--- src/rtl/gpio_smi_pkg.sv ---
package gpio_smi_pkg;
  localparam int unsigned IDX_W = 3;

  typedef enum logic [IDX_W-1:0] {
    IDX_DIR  = 3'd0,
    IDX_DOUT = 3'd1,
    IDX_PIN  = 3'd2,
    IDX_IEN  = 3'd4,
    IDX_FLAG = 3'd5
  } reg_idx_e;
endpackage

--- src/rtl/gpio_sync.sv ---
module gpio_sync #(
  parameter int unsigned WIDTH  = 8,
  parameter int unsigned STAGES = 2
) (
  input  logic             clk_i,
  input  logic             rst_ni,
  input  logic [WIDTH-1:0] d_i,
  output logic [WIDTH-1:0] q_o
);
  logic [WIDTH-1:0] stage_q [STAGES];

  always_ff @(posedge clk_i or negedge rst_ni) begin
    if (!rst_ni) stage_q[0] <= '0;
    else         stage_q[0] <= d_i;
  end

  for (genvar s = 1; s < STAGES; s++) begin : g_stage
    always_ff @(posedge clk_i or negedge rst_ni) begin
      if (!rst_ni) stage_q[s] <= '0;
      else         stage_q[s] <= stage_q[s-1];
    end
  end

  assign q_o = stage_q[STAGES-1];
endmodule

--- src/rtl/gpio_chg_det.sv ---
module gpio_chg_det #(
  parameter int unsigned WIDTH = 8
) (
  input  logic             clk_i,
  input  logic             rst_ni,
  input  logic [WIDTH-1:0] sync_i,
  input  logic [WIDTH-1:0] dir_i,
  output logic [WIDTH-1:0] chg_o
);
  logic [WIDTH-1:0] prev_q;

  always_ff @(posedge clk_i or negedge rst_ni) begin
    if (!rst_ni) prev_q <= '0;
    else         prev_q <= sync_i;
  end

  for (genvar i = 0; i < WIDTH; i++) begin : g_pin
    // only input pins detect
    assign chg_o[i] = (sync_i[i] ^ prev_q[i]) & ~dir_i[i];
  end
endmodule

--- src/rtl/gpio_smi_regs.sv ---
module gpio_smi_regs
  import gpio_smi_pkg::*;
#(
  parameter int unsigned WIDTH = 8
) (
  input  logic             clk_i,
  input  logic             rst_ni,
  input  logic [IDX_W-1:0] addr_i,
  input  logic             wr_en_i,
  input  logic [WIDTH-1:0] wr_data_i,
  input  logic [WIDTH-1:0] sync_i,
  input  logic [WIDTH-1:0] chg_i,
  output logic [WIDTH-1:0] rd_data_o,
  output logic [WIDTH-1:0] dir_o,
  output logic [WIDTH-1:0] dout_o,
  output logic [WIDTH-1:0] ien_o,
  output logic [WIDTH-1:0] flag_o
);
  logic [WIDTH-1:0] dir_q, dout_q, ien_q, flag_q;
  logic [WIDTH-1:0] clr;
  logic [WIDTH-1:0] pin_view;

  assign clr = (wr_en_i && addr_i == IDX_FLAG) ? wr_data_i : '0;

  always_ff @(posedge clk_i or negedge rst_ni) begin
    if (!rst_ni) begin
      dir_q  <= '0;
      dout_q <= '0;
      ien_q  <= '0;
    end else if (wr_en_i) begin
      if (addr_i == IDX_DIR)  dir_q  <= wr_data_i;
      if (addr_i == IDX_DOUT) dout_q <= wr_data_i;
      if (addr_i == IDX_IEN)  ien_q  <= wr_data_i;
    end
  end

  for (genvar i = 0; i < WIDTH; i++) begin : g_flag
    always_ff @(posedge clk_i or negedge rst_ni) begin
      if (!rst_ni)       flag_q[i] <= 1'b0;
      else if (chg_i[i]) flag_q[i] <= 1'b1;  // set beats clear
      else if (clr[i])   flag_q[i] <= 1'b0;
    end
    assign pin_view[i] = dir_q[i] ? dout_q[i] : sync_i[i];
  end

  always_comb begin
    unique case (addr_i)
      IDX_DIR:  rd_data_o = dir_q;
      IDX_DOUT: rd_data_o = dout_q;
      IDX_PIN:  rd_data_o = pin_view;
      IDX_IEN:  rd_data_o = ien_q;
      IDX_FLAG: rd_data_o = flag_q;
      default:  rd_data_o = '0;
    endcase
  end

  assign dir_o  = dir_q;
  assign dout_o = dout_q;
  assign ien_o  = ien_q;
  assign flag_o = flag_q;
endmodule

--- src/rtl/gpio_smi_req.sv ---
module gpio_smi_req #(
  parameter int unsigned WIDTH = 8
) (
  input  logic [WIDTH-1:0] flag_i,
  input  logic [WIDTH-1:0] ien_i,
  input  logic             route_sirq_i,
  output logic             pme_o,
  output logic             sirq_req_o
);
  logic req;

  assign req        = |(flag_i & ien_i);
  assign pme_o      = req & ~route_sirq_i;
  assign sirq_req_o = req &  route_sirq_i;
endmodule

--- src/rtl/gpio_smi_port.sv ---
module gpio_smi_port
  import gpio_smi_pkg::*;
#(
  parameter int unsigned N_PINS      = 8,
  parameter int unsigned SYNC_STAGES = 2
) (
  input  logic              clk_i,
  input  logic              rst_ni,
  input  logic [IDX_W-1:0]  addr_i,
  input  logic              wr_en_i,
  input  logic [N_PINS-1:0] wr_data_i,
  output logic [N_PINS-1:0] rd_data_o,
  input  logic [N_PINS-1:0] pad_i,
  output logic [N_PINS-1:0] pad_o,
  output logic [N_PINS-1:0] pad_oe_o,
  input  logic              route_sirq_i,
  output logic              pme_o,
  output logic              sirq_req_o
);
  logic [N_PINS-1:0] sync_w, chg_w, dir_w, dout_w, ien_w, flag_w;

  gpio_sync #(.WIDTH(N_PINS), .STAGES(SYNC_STAGES)) u_sync (
    .clk_i, .rst_ni, .d_i(pad_i), .q_o(sync_w)
  );

  gpio_chg_det #(.WIDTH(N_PINS)) u_det (
    .clk_i, .rst_ni, .sync_i(sync_w), .dir_i(dir_w), .chg_o(chg_w)
  );

  gpio_smi_regs #(.WIDTH(N_PINS)) u_regs (
    .clk_i, .rst_ni, .addr_i, .wr_en_i, .wr_data_i,
    .sync_i(sync_w), .chg_i(chg_w), .rd_data_o,
    .dir_o(dir_w), .dout_o(dout_w), .ien_o(ien_w), .flag_o(flag_w)
  );

  gpio_smi_req #(.WIDTH(N_PINS)) u_req (
    .flag_i(flag_w), .ien_i(ien_w), .route_sirq_i, .pme_o, .sirq_req_o
  );

  assign pad_o    = dout_w;
  assign pad_oe_o = dir_w;
endmodule

--- config.mk ---
export PLATFORM = sky130hd
export DESIGN_NAME = gpio_smi_port
export DESIGN_NICKNAME = d
export VERILOG_FILES = /design/src/rtl/gpio_smi_pkg.sv /design/src/rtl/gpio_sync.sv /design/src/rtl/gpio_chg_det.sv /design/src/rtl/gpio_smi_regs.sv /design/src/rtl/gpio_smi_req.sv /design/src/rtl/gpio_smi_port.sv
export SDC_FILE = /design/constraint.sdc
export NUM_CORES = 1
export LEC_CHECK = 0
export BUFFER_PORTS_ARGS = -buffer_cell sky130_fd_sc_hd__buf_2
export CORE_MARGIN = 2
export CORE_UTILIZATION = 50
export DETAILED_ROUTE_END_ITERATION = 10
export PLACE_DENSITY = 0.72
export SLEW_MARGIN = 30
export SYNTH_ARGS = -nofsm -noshare
export SYNTH_HDL_FRONTEND = slang
export SYNTH_HIERARCHICAL = 1
export SYNTH_SLANG_ARGS = --single-unit
--- constraint.sdc ---
create_clock -name clk_i -period 3.2 [get_ports clk_i]
set_clock_uncertainty 0.05 [all_clocks]
set_input_delay 0.32 -clock clk_i [delete_from_list [all_inputs] [get_ports clk_i]]
set_output_delay 0.32 -clock clk_i [all_outputs]
set_load 0.02 [all_outputs]
-- Yosys cells after proc, flatten, opt, wreduce, memory -nomap -nowiden
Index checks and enable logic that the tools add are counted.
Widths: inputs -> output; s select.
- input port bits: 23
- output and inout port bits: 26
- logic and storage cells: 86
- register bits: 56
- reduce and logical (&&, ||, !) cells: 14
- bitwise logic cells: 28
- equal/unequal tests: 4
- mux-type cells: 26
- operator list (kind ; number):
    $pmux 8 s5 ; 1
    $mux 1 ; 24
    $reduce_bool 2->1 ; 8
    $and 1x1->1 ; 10
    $not 1->1 ; 9
    $and 8x8->8 ; 1
    $mux 8 ; 1
    $reduce_or 8->1 ; 1
    $xor 1x1->1 ; 8
    $eq 3x3->1 const B ; 2
    $reduce_and 2->1 ; 3
    $eq 3x1->1 const B ; 1
    $eq 3x2->1 const B ; 1
    $logic_not 3->1 ; 1
    $logic_and 1x1->1 ; 1

-- Depth between registers and ports, before layout
- word-level depth: 5
- gate-level depth with buffers: 5
- depth with buffers taken out: 3

-- Modules after synthesis
Netlist, hierarchy kept.
- modules (own cells, without submodules) (module ; cells an instance ; area each (um2) ; times used ; seq. area each (um2)):
    gpio_smi_regs ; 135 ; 1674.1 ; 1 ; 800.8
    gpio_sync ; 24 ; 460.4 ; 1 ; 400.4
    gpio_chg_det ; 24 ; 300.3 ; 1 ; 200.2
    gpio_smi_req ; 7 ; 71.3 ; 1 ; 0.0

-- Worst setup path before layout
Ideal clock, no wire load.
- path type: in2out
- start point: input addr_i[2]
- end point: output rd_data_o[6]
- path buffers: 1
- cell stages on the path: 4
- path slack: 1.472 ns
- arrival time: 1.358 ns
- data required time: 2.830 ns
- cell sequence: clkbuf_2 -> nor2_1 -> nand2_1 -> o21ai_0
- word-level cells in the longest chain between the ends: 2
- elaborated cells on any way between the ends: 6
- classes of those cells: 4 x eq/ne; 1 x mux; 1 x reduce/logical
- ends and longest elaborated chain (element ; RTL line ; source):
    start: declaration ; gpio_smi_port.sv:9 ; input logic [IDX_W-1:0] addr_i,
    $eq 3x3->1 (tied with other cells) ; gpio_smi_regs.sv:47 ; unique case (addr_i)
    $pmux 8 s5 * ; gpio_smi_regs.sv:47 ;
    end: declaration ; gpio_smi_port.sv:12 ; output logic [N_PINS-1:0] rd_data_o,
Mark *: on every way between the ends. The rest lies on a longest branch, timed or not.

-- Final worst setup path
- start point: input addr_i[1]
- end point: output rd_data_o[4]
The elaborated chain is that of the path after synthesis.

==> run_results.csv <==
group,metric,value,unit
grt,globalRouteTotalUtil,18.8,%
run_status,status,"completed",
critical_path,r2r_start,"u_sync/q_o[6]",
hold_path,min_path_type,"input port to flip-flop",
power,leakagePower,1.26,nW
timing,timing.fmax,494,MHz
critical_path,worstPathArrival,1.65,ns
power,vdd_drop_max,0.000362,V
timing,fin_setup_tns,0,ns
final_layout,area_growth,13.5,%
timing,setup_viol,0,
synth,ys_async_sr_fraction,100,%
clock_network,numClockSinks,56,
grt,grt_max_degree,51,
grt,grt_pass1_wl,7670,µm
synth,syn_nets,213,
clock_network,cts-resized-gates,0,
timing,slew_headroom,58.8,%
floorplanning,dieArea,0.00559,mm²
critical_path,crit_path_cell_trace,"buf_2 > nor2b_1 > a21oi_1 > o221ai_1 > buf_2",
grt,grt_pass1_vias,1526,
routing,ant_nets,0,
final_layout,num_antenna_cells,0,
power,pwr_density_cell,585,mW/mm²
routing,dr.pass1.iters,4,
power,switchingPower,0.000502,W
synth,yosysUniqueCellTypes,31,
placed_design,gp_congestion,0.761,
clock_network,cts_buffer_depth,2,
timing,period_share,63.2,%
timing,tightest_slew,0.617,ns
critical_path,cp_slowest_cell,"nor2b_1",
power,pwr-share-comb,23.5,%
floorplanning,start_util,52.4,%
timing,post-route-min-period,2.02,ns
critical_path,cpMostUsedCell,"buf_2",
grt,antenna_found_initial,0,
routing,dr_total_vias,1614,
synth,synth_seq_area_share,55.9,%
routing,drc,0,
power,p_total,0.00166,W
synth,avgSynthCellArea,13.2,µm²
critical_path,crit_start,"addr_i[1]",
placed_design,dpl.hpwl,3260,µm
routing,drt_wl_total,4770,µm
hold_path,holdPathEnd,"u_sync/stage_q[14]",
power,swShare,30.2,%
synth,ys.flop_type,"dfrtp_1",
floorplanning,ioPinCount,49,
clock_network,cts_buffers,5,
routing,wl_per_cell,15.8,µm
critical_path,r2r_end,"u_regs/flag_o[6]",
clock_network,path_clk_slew,0.09,ns
final_layout,fin_nets,256,
synth,synth-edff-count,0,
clock_network,htreeDepth,2,
floorplanning,core,0.00479,mm²
floorplanning,die_h,74.8,µm
synth,synth_area,0.00251,mm²
routing,viasPerCell,5.36,
critical_path,crit_path_max_fanout,18,
hold_path,holdPathStages,1,
synth,synth_cells,190,
grt,grt_overflow,0,
critical_path,rrSetupSlack,2.28,ns
clock_network,cts_root_buffer,"clkbuf_8",
critical_path,endpoint_kind,"output port",
timing,hold_viol_final,0,
synth,yosysWarnings,6,
final_layout,drive_gt1_share,39.7,%
floorplanning,num_rows,25,
flow_run,maxCapViolCount,0,
critical_path,cpPeakStageDelay,0.44,ns
clock_network,postCtsHoldBufs,1,
timing,hold_ws,0.0629,ns
critical_path,crit_path_start_kind,"input port",
power,clockPowerShare,23.2,%
placed_design,io_buffers,48,
power,seqPwrFrac,53.4,%
floorplanning,die_x,74.8,µm
routing,drt_iter0_markers,121,
timing,drv_slew,0,
clock_network,cts_tree,"built",
critical_path,cp.required,2.83,ns
timing,rsz0062_at_grt,"false",
hold_path,holdCritStartpoint,"pad_i[6]",
clock_network,cts_setup_buffers,0,
critical_path,reg2reg_depth,3,
critical_path,criticalPathCategory,"input port to output port",
power,p_int,0.00116,W
clock_network,clock_latency,0.30,ns
synth,ys_ff_latch,56,
-- registers in the layout (all words and copies together), names as in the netlist --
signal	count
u_det/prev_q	8
u_regs/dir_o	8
u_regs/dout_o	8
u_regs/flag_o	8
u_regs/ien_o	8
u_sync/q_o	8
u_sync/stage_q	8
-- how the worst max path moves through the flow --
| stage | to | cells past startpoint |
|---|---|---|
| after floorplan | rd_data_o[6] | 4 |
| after global placement | rd_data_o[1] | 5 |
| after detailed placement | rd_data_o[0] | 4 |
| after CTS | rd_data_o[0] | 3 |
| after global routing | rd_data_o[3] | 5 |
| final | rd_data_o[4] | 5 |
-- power by group through the flow --
stage / Sequential (W) / Combinational [W] / Clock [W]
4_1_cts: 0.000889 / 0.000394 / 0.000405
5_1_grt: 0.000904 / 0.000426 / 0.000428
6_report: 0.000888 / 0.000390 / 0.000386
2_1_floorplan: 0.000934 / 0.000227 / 0
3_5_place_dp: 0.000902 / 0.000392 / 0
3_3_place_gp: 0.000900 / 0.000387 / 0
-- cell usage in the layout, fill, tap and decap left out, types with 5 or more instances in the layout --
cell type,Yosys,layout
o21ai_0,6,6
clkbuf_8,0,6
a21o_1,8,8
nand2_1,14,14
mux2_2,28,28
nor2_1,9,9
dfrtp_1,56,56
nor2b_1,5,5
xnor2_1,8,8
buf_2,3,47
-- cell families (layout without fill, tap and decap cells) --
family,count (synthesis),after routing,synth area share (%)
flip-flops,56,56,55.9
AND/OR/NAND/NOR,41,41,9.69
multiplexers,35,35,17.2
AO/OA/AOI/OAI,34,34,10.3
buffers and inverters,16,60,4.09
XOR/XNOR,8,8,2.80
-- cell usage after synthesis (3+ instances only) --
cell type	instances	area share, %
dfrtp_1	56	56
buf_2	3	0.60
nand2_1	14	2.1
o221ai_1	3	1.0
nor2b_1	5	1.2
a21o_1	8	2.4
xnor2_1	8	2.8
and3b_1	3	1.0
nor2_1	9	1.3
mux2_2	28	13
a21oi_1	3	0.60
mux2i_1	4	1.6
nand2b_1	4	1.0
o21ai_0	6	1.2
a22oi_2	4	2.0
buf_4	8	2.4
a22oi_1	4	1.2
-- metal layers --
layer	share of wire, %	GRT usage [%]
met5	0	0
met2	47	28.1
met1	47	26.9
met3	5.0	4.55
met4	1.2	6.94
-- worst max-delay path, delay by kind of cell --
kind	cells	cell delay, ns
buffers and inverters	2	0.54
and+or+nand+nor	1	0.44
AOI/OAI and AO/OA	2	0.35
-- final cells by class --
type | instances | area, µm²
Sequential cell | 56 | 1400
Fill cell | 415 | 1940
Tap cell | 67 | 83.8
Inverter | 2 | 7.51
Timing Repair Buffer | 50 | 260
Clock buffer | 8 | 90.1
Multi-Input combinational cell | 118 | 1000
-- through the flow --
stage                     utilization, %  area [µm²]  instances  worst slack, ns
after floorplan                        -        2510        190             1.47
after global placement              57.3        2740        292             1.20
after detailed placement            57.4        2750        292             1.18
after CTS                           59.5        2850        301             1.16
after global routing                59.5        2850        301            0.996
final                               59.5        2850        301             1.18
Power figures use the tool's default switching activity.
